===== src/rtl/nseq_pkg.sv =====
`timescale 1ns/1ps
package nseq_pkg;

    typedef enum logic [1:0] {
        PH_IDLE   = 2'd0,
        PH_SETUP  = 2'd1,
        PH_STROBE = 2'd2,
        PH_HOLD   = 2'd3
    } phase_e;

    typedef enum logic [1:0] {
        RG_DATA = 2'd0,
        RG_CMD  = 2'd1,
        RG_ADDR = 2'd2,
        RG_ALT  = 2'd3
    } region_e;

    // Packed timing bus, MSB first; each value N means N+1 cycles.
    typedef struct packed {
        logic [3:0] addr_gap;
        logic [3:0] cmd_gap;
        logic [7:0] hiz;
        logic [7:0] ca_hold;
        logic [7:0] ca_setup;
        logic [7:0] d_hold;
        logic [7:0] d_setup;
        logic [7:0] strobe;
    } timing_t;

    localparam int TIMING_W = $bits(timing_t);
    localparam int PHASE_CNT_W = 8;
    localparam int HIZ_CNT_W = 9;

endpackage


===== src/rtl/nseq_downcnt.sv =====
`timescale 1ns/1ps
module nseq_downcnt #(
    parameter int W = 8
) (
    input  logic         clk,
    input  logic         rst_n,
    input  logic         load,
    input  logic [W-1:0] load_val,
    input  logic         dec,
    output logic [W-1:0] cnt,
    output logic         zero
);
    logic [W-1:0] cnt_d, cnt_q;

    always_comb begin
        cnt_d = cnt_q;
        if (load) begin
            cnt_d = load_val;
        end else if (dec && (cnt_q != '0)) begin
            cnt_d = cnt_q - W'(1);
        end
    end

    always_ff @(posedge clk or negedge rst_n) begin
        if (!rst_n) begin
            cnt_q <= '0;
        end else begin
            cnt_q <= cnt_d;
        end
    end

    assign cnt  = cnt_q;
    assign zero = (cnt_q == '0);
endmodule


===== src/rtl/nseq_pin_map.sv =====
`timescale 1ns/1ps
module nseq_pin_map
    import nseq_pkg::*;
#(
    parameter int NUM_CS = 2,
    parameter int DATA_W = 8,
    parameter int CS_W   = 1
) (
    input  phase_e             phase,
    input  logic               wr,
    input  logic [CS_W-1:0]    cs,
    input  region_e            region,
    input  logic [DATA_W-1:0]  wdata,
    input  logic               hiz_done,
    output logic [NUM_CS-1:0]  nce_o,
    output logic               cle_o,
    output logic               ale_o,
    output logic               nwe_o,
    output logic               nre_o,
    output logic [DATA_W-1:0]  dq_o,
    output logic               dq_oe
);
    logic busy;
    assign busy = (phase != PH_IDLE);

    for (genvar g = 0; g < NUM_CS; g++) begin : g_ce
        assign nce_o[g] = !(busy && (cs == CS_W'(g)));
    end

    assign cle_o = busy && (region == RG_CMD);
    assign ale_o = busy && (region == RG_ADDR);
    assign nwe_o = !((phase == PH_STROBE) && wr);
    assign nre_o = !((phase == PH_STROBE) && !wr);
    assign dq_oe = busy && wr && hiz_done;
    assign dq_o  = wdata;
endmodule


===== src/rtl/nand_phase_seq.sv =====
`timescale 1ns/1ps
module nand_phase_seq
    import nseq_pkg::*;
#(
    parameter int NUM_CS = 2,
    parameter int DATA_W = 8,
    localparam int CS_W  = (NUM_CS > 1) ? $clog2(NUM_CS) : 1
) (
    input  logic                 clk,
    input  logic                 rst_n,
    input  logic                 req_valid,
    output logic                 req_ready,
    input  logic                 req_write,
    input  logic [CS_W-1:0]      req_cs,
    input  logic [1:0]           req_region,
    input  logic [DATA_W-1:0]    req_wdata,
    output logic                 rsp_valid,
    output logic [DATA_W-1:0]    rsp_rdata,
    input  logic [TIMING_W-1:0]  timing_cfg,
    output logic [NUM_CS-1:0]    nce_o,
    output logic                 cle_o,
    output logic                 ale_o,
    output logic                 nwe_o,
    output logic                 nre_o,
    output logic [DATA_W-1:0]    dq_o,
    output logic                 dq_oe,
    input  logic [DATA_W-1:0]    dq_i,
    input  logic                 nwait_i
);
    typedef struct packed {
        phase_e                 ph;
        logic                   wr;
        logic [CS_W-1:0]        cs;
        region_e                rg;
        region_e                prev;
        logic [DATA_W-1:0]      wdata;
        logic [DATA_W-1:0]      rdata;
        logic [PHASE_CNT_W-1:0] strobe_len;
        logic [PHASE_CNT_W-1:0] hold_len;
    } seq_t;

    seq_t st_d, st_q;

    timing_t cfg_in;
    assign cfg_in = timing_t'(timing_cfg);

    logic                   cnt_load, cnt_dec, cnt_zero;
    logic [PHASE_CNT_W-1:0] cnt_val, cnt_unused;
    logic                   hiz_load, hiz_dec, hiz_zero;
    logic [HIZ_CNT_W-1:0]   hiz_val, hiz_cnt;

    function automatic logic is_ca(input region_e r);
        return (r == RG_CMD) || (r == RG_ADDR);
    endfunction

    // Setup length including the latch-to-read spacing for reads.
    function automatic logic [PHASE_CNT_W-1:0] setup_len(
        input timing_t c, input region_e r, input logic w, input region_e p);
        logic [PHASE_CNT_W-1:0] len;
        len = is_ca(r) ? c.ca_setup : c.d_setup;
        if (!w) begin
            if ((p == RG_CMD) && ({4'b0, c.cmd_gap} > len)) begin
                len = {4'b0, c.cmd_gap};
            end
            if ((p == RG_ADDR) && ({4'b0, c.addr_gap} > len)) begin
                len = {4'b0, c.addr_gap};
            end
        end
        return len;
    endfunction

    always_comb begin
        st_d     = st_q;
        cnt_load = 1'b0;
        cnt_val  = '0;
        cnt_dec  = 1'b0;
        hiz_load = 1'b0;
        hiz_val  = '0;
        hiz_dec  = (st_q.ph != PH_IDLE);

        unique case (st_q.ph)
            PH_IDLE: begin
                if (req_valid) begin
                    st_d.ph         = PH_SETUP;
                    st_d.wr         = req_write;
                    st_d.cs         = req_cs;
                    st_d.rg         = region_e'(req_region);
                    st_d.wdata      = req_wdata;
                    st_d.strobe_len = cfg_in.strobe;
                    st_d.hold_len   = is_ca(region_e'(req_region)) ? cfg_in.ca_hold
                                                                   : cfg_in.d_hold;
                    cnt_load = 1'b1;
                    cnt_val  = setup_len(cfg_in, region_e'(req_region), req_write, st_q.prev);
                    hiz_load = 1'b1;
                    hiz_val  = {1'b0, cfg_in.hiz} + HIZ_CNT_W'(1);
                end
            end
            PH_SETUP: begin
                cnt_dec = 1'b1;
                if (cnt_zero) begin
                    st_d.ph  = PH_STROBE;
                    cnt_load = 1'b1;
                    cnt_val  = st_q.strobe_len;
                end
            end
            PH_STROBE: begin
                cnt_dec = nwait_i;
                if (cnt_zero && nwait_i) begin
                    st_d.ph    = PH_HOLD;
                    st_d.rdata = dq_i;
                    cnt_load   = 1'b1;
                    cnt_val    = st_q.hold_len;
                end
            end
            PH_HOLD: begin
                cnt_dec = 1'b1;
                if (cnt_zero) begin
                    st_d.ph   = PH_IDLE;
                    st_d.prev = st_q.rg;
                end
            end
            default: st_d.ph = PH_IDLE;
        endcase
    end

    always_ff @(posedge clk or negedge rst_n) begin
        if (!rst_n) begin
            st_q <= '{ph: PH_IDLE, wr: 1'b0, cs: '0, rg: RG_DATA, prev: RG_DATA,
                      wdata: '0, rdata: '0, strobe_len: '0, hold_len: '0};
        end else begin
            st_q <= st_d;
        end
    end

    nseq_downcnt #(.W(PHASE_CNT_W)) u_phase_cnt (
        .clk      (clk),
        .rst_n    (rst_n),
        .load     (cnt_load),
        .load_val (cnt_val),
        .dec      (cnt_dec),
        .cnt      (cnt_unused),
        .zero     (cnt_zero)
    );

    nseq_downcnt #(.W(HIZ_CNT_W)) u_hiz_cnt (
        .clk      (clk),
        .rst_n    (rst_n),
        .load     (hiz_load),
        .load_val (hiz_val),
        .dec      (hiz_dec),
        .cnt      (hiz_cnt),
        .zero     (hiz_zero)
    );

    nseq_pin_map #(.NUM_CS(NUM_CS), .DATA_W(DATA_W), .CS_W(CS_W)) u_pins (
        .phase    (st_q.ph),
        .wr       (st_q.wr),
        .cs       (st_q.cs),
        .region   (st_q.rg),
        .wdata    (st_q.wdata),
        .hiz_done (hiz_zero && (hiz_cnt == '0)),
        .nce_o    (nce_o),
        .cle_o    (cle_o),
        .ale_o    (ale_o),
        .nwe_o    (nwe_o),
        .nre_o    (nre_o),
        .dq_o     (dq_o),
        .dq_oe    (dq_oe)
    );

    assign req_ready = (st_q.ph == PH_IDLE);
    assign rsp_valid = (st_q.ph == PH_HOLD) && cnt_zero && !st_q.wr;
    assign rsp_rdata = st_q.rdata;

    logic unused_ok;
    assign unused_ok = ^cnt_unused;
endmodule


===== config.mk =====
export PLATFORM = sky130hd
export DESIGN_NAME = nand_phase_seq
export DESIGN_NICKNAME = d
export VERILOG_FILES = /design/src/rtl/nseq_pkg.sv /design/src/rtl/nseq_downcnt.sv /design/src/rtl/nseq_pin_map.sv /design/src/rtl/nand_phase_seq.sv
export SDC_FILE = /design/constraint.sdc
export NUM_CORES = 1
export LEC_CHECK = 0
export BUFFER_PORTS_ARGS = -buffer_cell sky130_fd_sc_hd__buf_2
export CORE_ASPECT_RATIO = 1.5
export CORE_MARGIN = 2
export CORE_UTILIZATION = 40
export CTS_CLUSTER_SIZE = 40
export DETAILED_ROUTE_END_ITERATION = 12
export GPL_TIMING_DRIVEN = 0
export SYNTH_ARGS = -nofsm -noshare
export SYNTH_HDL_FRONTEND = slang
export SYNTH_SLANG_ARGS = --single-unit

===== constraint.sdc =====
create_clock -name clk -period 5.7 [get_ports clk]
set_input_delay 0.57 -clock clk [delete_from_list [all_inputs] [get_ports clk]]
set_output_delay 0.57 -clock clk [all_outputs]
set_load 0.02 [all_outputs]

==> results <==
- Detailed routing inserted a total of 3,048 vias.
- The setup TNS is 0 ns.
- The final worst clock skew is 0.00527 ns.
- Summing every instance area after synthesis gives 0.00362 sq mm.
- Setup violations remaining at the end of the flow were counted as 0.
- The clock reaches the later pin of the worst-skew pair after 0.32 ns.
- After the last flow step, the layout net total stands at 567.
- The number of different library cells used by synthesis comes to 58.
- The critical path starts at req_region[1].
- The number of storage elements in the synthesis netlist is 57.
- The initial core utilization is 41.0%.
- From bottom edge to top edge, the die measures 120 um.
- The final setup slack of the worst path is 1.49 ns.
- A synthesized cell averages 10.2 sq um.
- The global-route wire length before repair is 14,300 um.
- The first routing iteration left 133 violations.
- The overall overflow remaining after global route is 0.
- The power after layout is 2.23 mW.
- The number of antenna violations at the first check in global routing is 0.
- Of all nets on the critical path, the largest fanout is 8.
- The type of the worst setup path is primary input to flop.
- The number of instances in the synthesized netlist is 356.
- Global routing consumed, over all layers together, 18.9% of the routing resources.
- At the end of routability-driven placement, the weighted congestion stood at 0.836.
- The worst path needs 4.21 ns of the cycle, external delays included.
- Dividing the detail-routed wire length by the instance count gives 15.1 um.
- The flow ran to the end, and the final reports show no timing, DRC or antenna violations.
- Synthesis produced a netlist with a net count of 452.
- For the pin with the worst max-slew slack, the measured transition is 0.808 ns.
- In this run the count of I/O pins placed on the die edge is 105.
- The required time at the worst-slack endpoint is 5.94 ns.
- The final-report hold violation count came to 0.
- The most used flip-flop cell after synthesis is sky130_fd_sc_hd__dfrtp_1.
- The die covers 0.00984 sq mm.
- The area growth from synthesis to layout is 26.5%.
- The largest single stage delay on the critical path is 0.65 ns.
- Dividing the detail-routed via count by the number of cells gives 5.20.
- The cell family contributing the most delay on the critical path is compound AO/OA/AOI/OAI gates.
- The post-route fraction of the period consumed by the critical path is 73.9%.
- The chip width is 81.6 um.
- In this run the deepest clock path goes through 2 buffers.
- CTS saw 57 sinks.
- Counting flops with an async set or reset pin after synthesis yields a share of 100%.
- The CTS clock-pin slew for the worst setup and hold paths is 0.05 ns.
- The class of the worst hold path is primary input to async pin.
- Headroom to the max-slew limit came out at 45.8%.
- After legalization and detailed placement, the total HPWL measured 6820 um.
- In the final layout, the share of cells above drive strength 1 is 38.7%.
- The element type at the critical path start is a primary input.
- The H-tree was split into 3 levels.
- The detailed-routing iteration count for the pre-antenna-repair pass is 6.
- The number of buffer and inverter instances along the worst setup path is 2.
- Buffers inserted during clock tree synthesis total 9.
- The clock tree from TritonCTS is built.
- The number of gates given a new drive strength after cts is 0.
- After detailed routing, the number of remaining DRC violations is 0.
- The number of maximum-capacitance violations is 0.
- The number of global-route vias before repair came to 3,074.
- Walking the worst path, the cells encountered are buf_2, xnor2_4, mux2_2, ha_1, nand4_1, nand3b_1, a211oi_2, mux2i_1, inv_1, ha_1, nand4_1, nand3b_1, a211oi_1, a2111oi_0, o21a_1, a211oi_2.
- The number of antenna-violating nets in the routed design is 0.
- The number of rows in the core area is 42.
- The floorplan step defined a core boundary enclosing 0.00883 sq mm.
- The total count of max-transition violations in the final report was 0.
- The count of buffers inserted at the top-level ports is 104.
- The post-detailed-routing wire length is 8880 um.
- The count of synthesis-stage warnings from yosys is 0.
- The root buffer cell is sky130_fd_sc_hd__clkbuf_16.
- The worst hold slack is 0.307 ns.
- For this design the ratio of total power to cell area is 487 mW/mm^2.
- The antenna cell count is 0.
- Buffers added to address setup during post-CTS repair amount to 0.
- The analysis attributes to cell leakage a power of 2.15 nW.
- The achievable clock frequency is 237 MHz.
- At the worst endpoint, the arrival time is 4.45 ns.
- The total of hold buffers inserted after clock tree synthesis is 0.
- The synthesized design contains 0 enable-type register cells.
- At the placement stage, the worst setup path has a slack of 1.22 ns.
- The source of the worst register-to-register timing path is st_q[33]$_DFFE_PN0P_.
- The maximum number of pins on one net before global-route repair is 58.
- VDD sags by at most 0.267 mV.
- Setup repair after global routing left no endpoint under its margin.
- The endpoint class of the critical path is a flop.
- Of the synthesized area, sequential elements account for 39.4%.
- For this design, the slowest cell found on the critical path is sky130_fd_sc_hd__a211oi_1.
-- state kept, by name (all words and copies together), names as in the netlist --
name             flops
st_q                32
u_hiz_cnt.cnt        9
rsp_rdata            8
u_phase_cnt.cnt      8
-- cell usage after synthesis, drive strengths merged (3+ instances only) --
library cell	count	share of area (%)
dfrtp	57	39
mux2	32	10
nand2	25	2.6
buf	23	4.5
a21oi	21	2.9
mux2i	21	5.8
nor2	20	2.1
o21ai	19	2.6
ha	16	5.5
inv	16	1.7
clkbuf	9	0.93
nor3	9	1.2
a211oi	8	1.9
xnor2	7	2.2
o22a	6	1.5
nor4	5	1.3
xor2	5	1.2
nand3	4	0.55
nand4	4	0.69
a31oi	3	0.52
nand2b	3	0.52
o211ai	3	0.62
o2bb2ai	3	0.73
or3	3	0.52
-- placed cells by master (no fill, tap or decap), types with 9 or more instances in the layout --
| cell type | count |
|---|---|
| sky130_fd_sc_hd__a21oi_1 | 21 |
| sky130_fd_sc_hd__buf_2 | 107 |
| sky130_fd_sc_hd__buf_4 | 18 |
| sky130_fd_sc_hd__clkbuf_1 | 9 |
| sky130_fd_sc_hd__clkbuf_16 | 9 |
| sky130_fd_sc_hd__dfrtp_1 | 57 |
| sky130_fd_sc_hd__ha_1 | 16 |
| sky130_fd_sc_hd__inv_1 | 16 |
| sky130_fd_sc_hd__mux2_2 | 31 |
| sky130_fd_sc_hd__mux2i_1 | 21 |
| sky130_fd_sc_hd__nand2_1 | 25 |
| sky130_fd_sc_hd__nor2_1 | 20 |
| sky130_fd_sc_hd__nor3_1 | 9 |
| sky130_fd_sc_hd__o21ai_0 | 18 |
-- final cells by class --
type	count	area, sq um
Fill cell	845	4250
Multi-Input combinational cell	251	1930
Sequential cell	57	1430
Timing Repair Buffer	104	523
Clock buffer	9	225
Buffer	32	196
Tap cell	110	138
Clock inverter	7	71.3
Inverter	16	60.1
-- stage by stage --
stage / cells / cell area [sq um] / utilization (%)
finish: 586 / 4570 / 51.8
global route: 586 / 4570 / 51.8
CTS: 586 / 4570 / 51.8
detailed placement: 570 / 4280 / 48.4
global placement: 570 / 4280 / 48.4
floorplan: 356 / 3620 / -
-- kinds of logic after synthesis --
kind of cell | count (synthesis) | share of synthesized area, %
mux | 53 | 15.8
fa+ha+maj | 16 | 5.53
flops | 57 | 39.4
buf+inv | 48 | 7.09
simple gates | 90 | 13.0
xor+xnor | 12 | 3.42
compound gates | 80 | 15.7
-- final timing paths --
path                                             endpoint  slack, ns  depth (start not counted)
min reg2reg                           st_q[2]$_DFFE_PN0P_       0.49                          2
max                        u_phase_cnt.cnt[2]$_DFFE_PN0P_       1.49                         16
max reg2reg                u_phase_cnt.cnt[2]$_DFFE_PN0P_       2.52                         11
min in group clk                 rsp_rdata[6]$_DFFE_PN0P_       0.48                          2
max in group asynchronous            st_q[37]$_DFFE_PN0P_       4.90                          1
min                              rsp_rdata[7]$_DFFE_PN0P_       0.31                          1
-- per-layer routing --
| layer | global-route usage, % | routed length, um |
|---|---|---|
| met1 | 23.4 | 3740 |
| met2 | 32.9 | 4500 |
| met3 | 3.43 | 532 |
| met4 | 5.63 | 100 |
| met5 | 0 | 0 |
-- power breakdown --
group          switching, mW  internal, mW
Sequential             0.148         0.594
Combinational          0.502         0.460
Clock                  0.189         0.337
(Power assumes the default switching activity.)
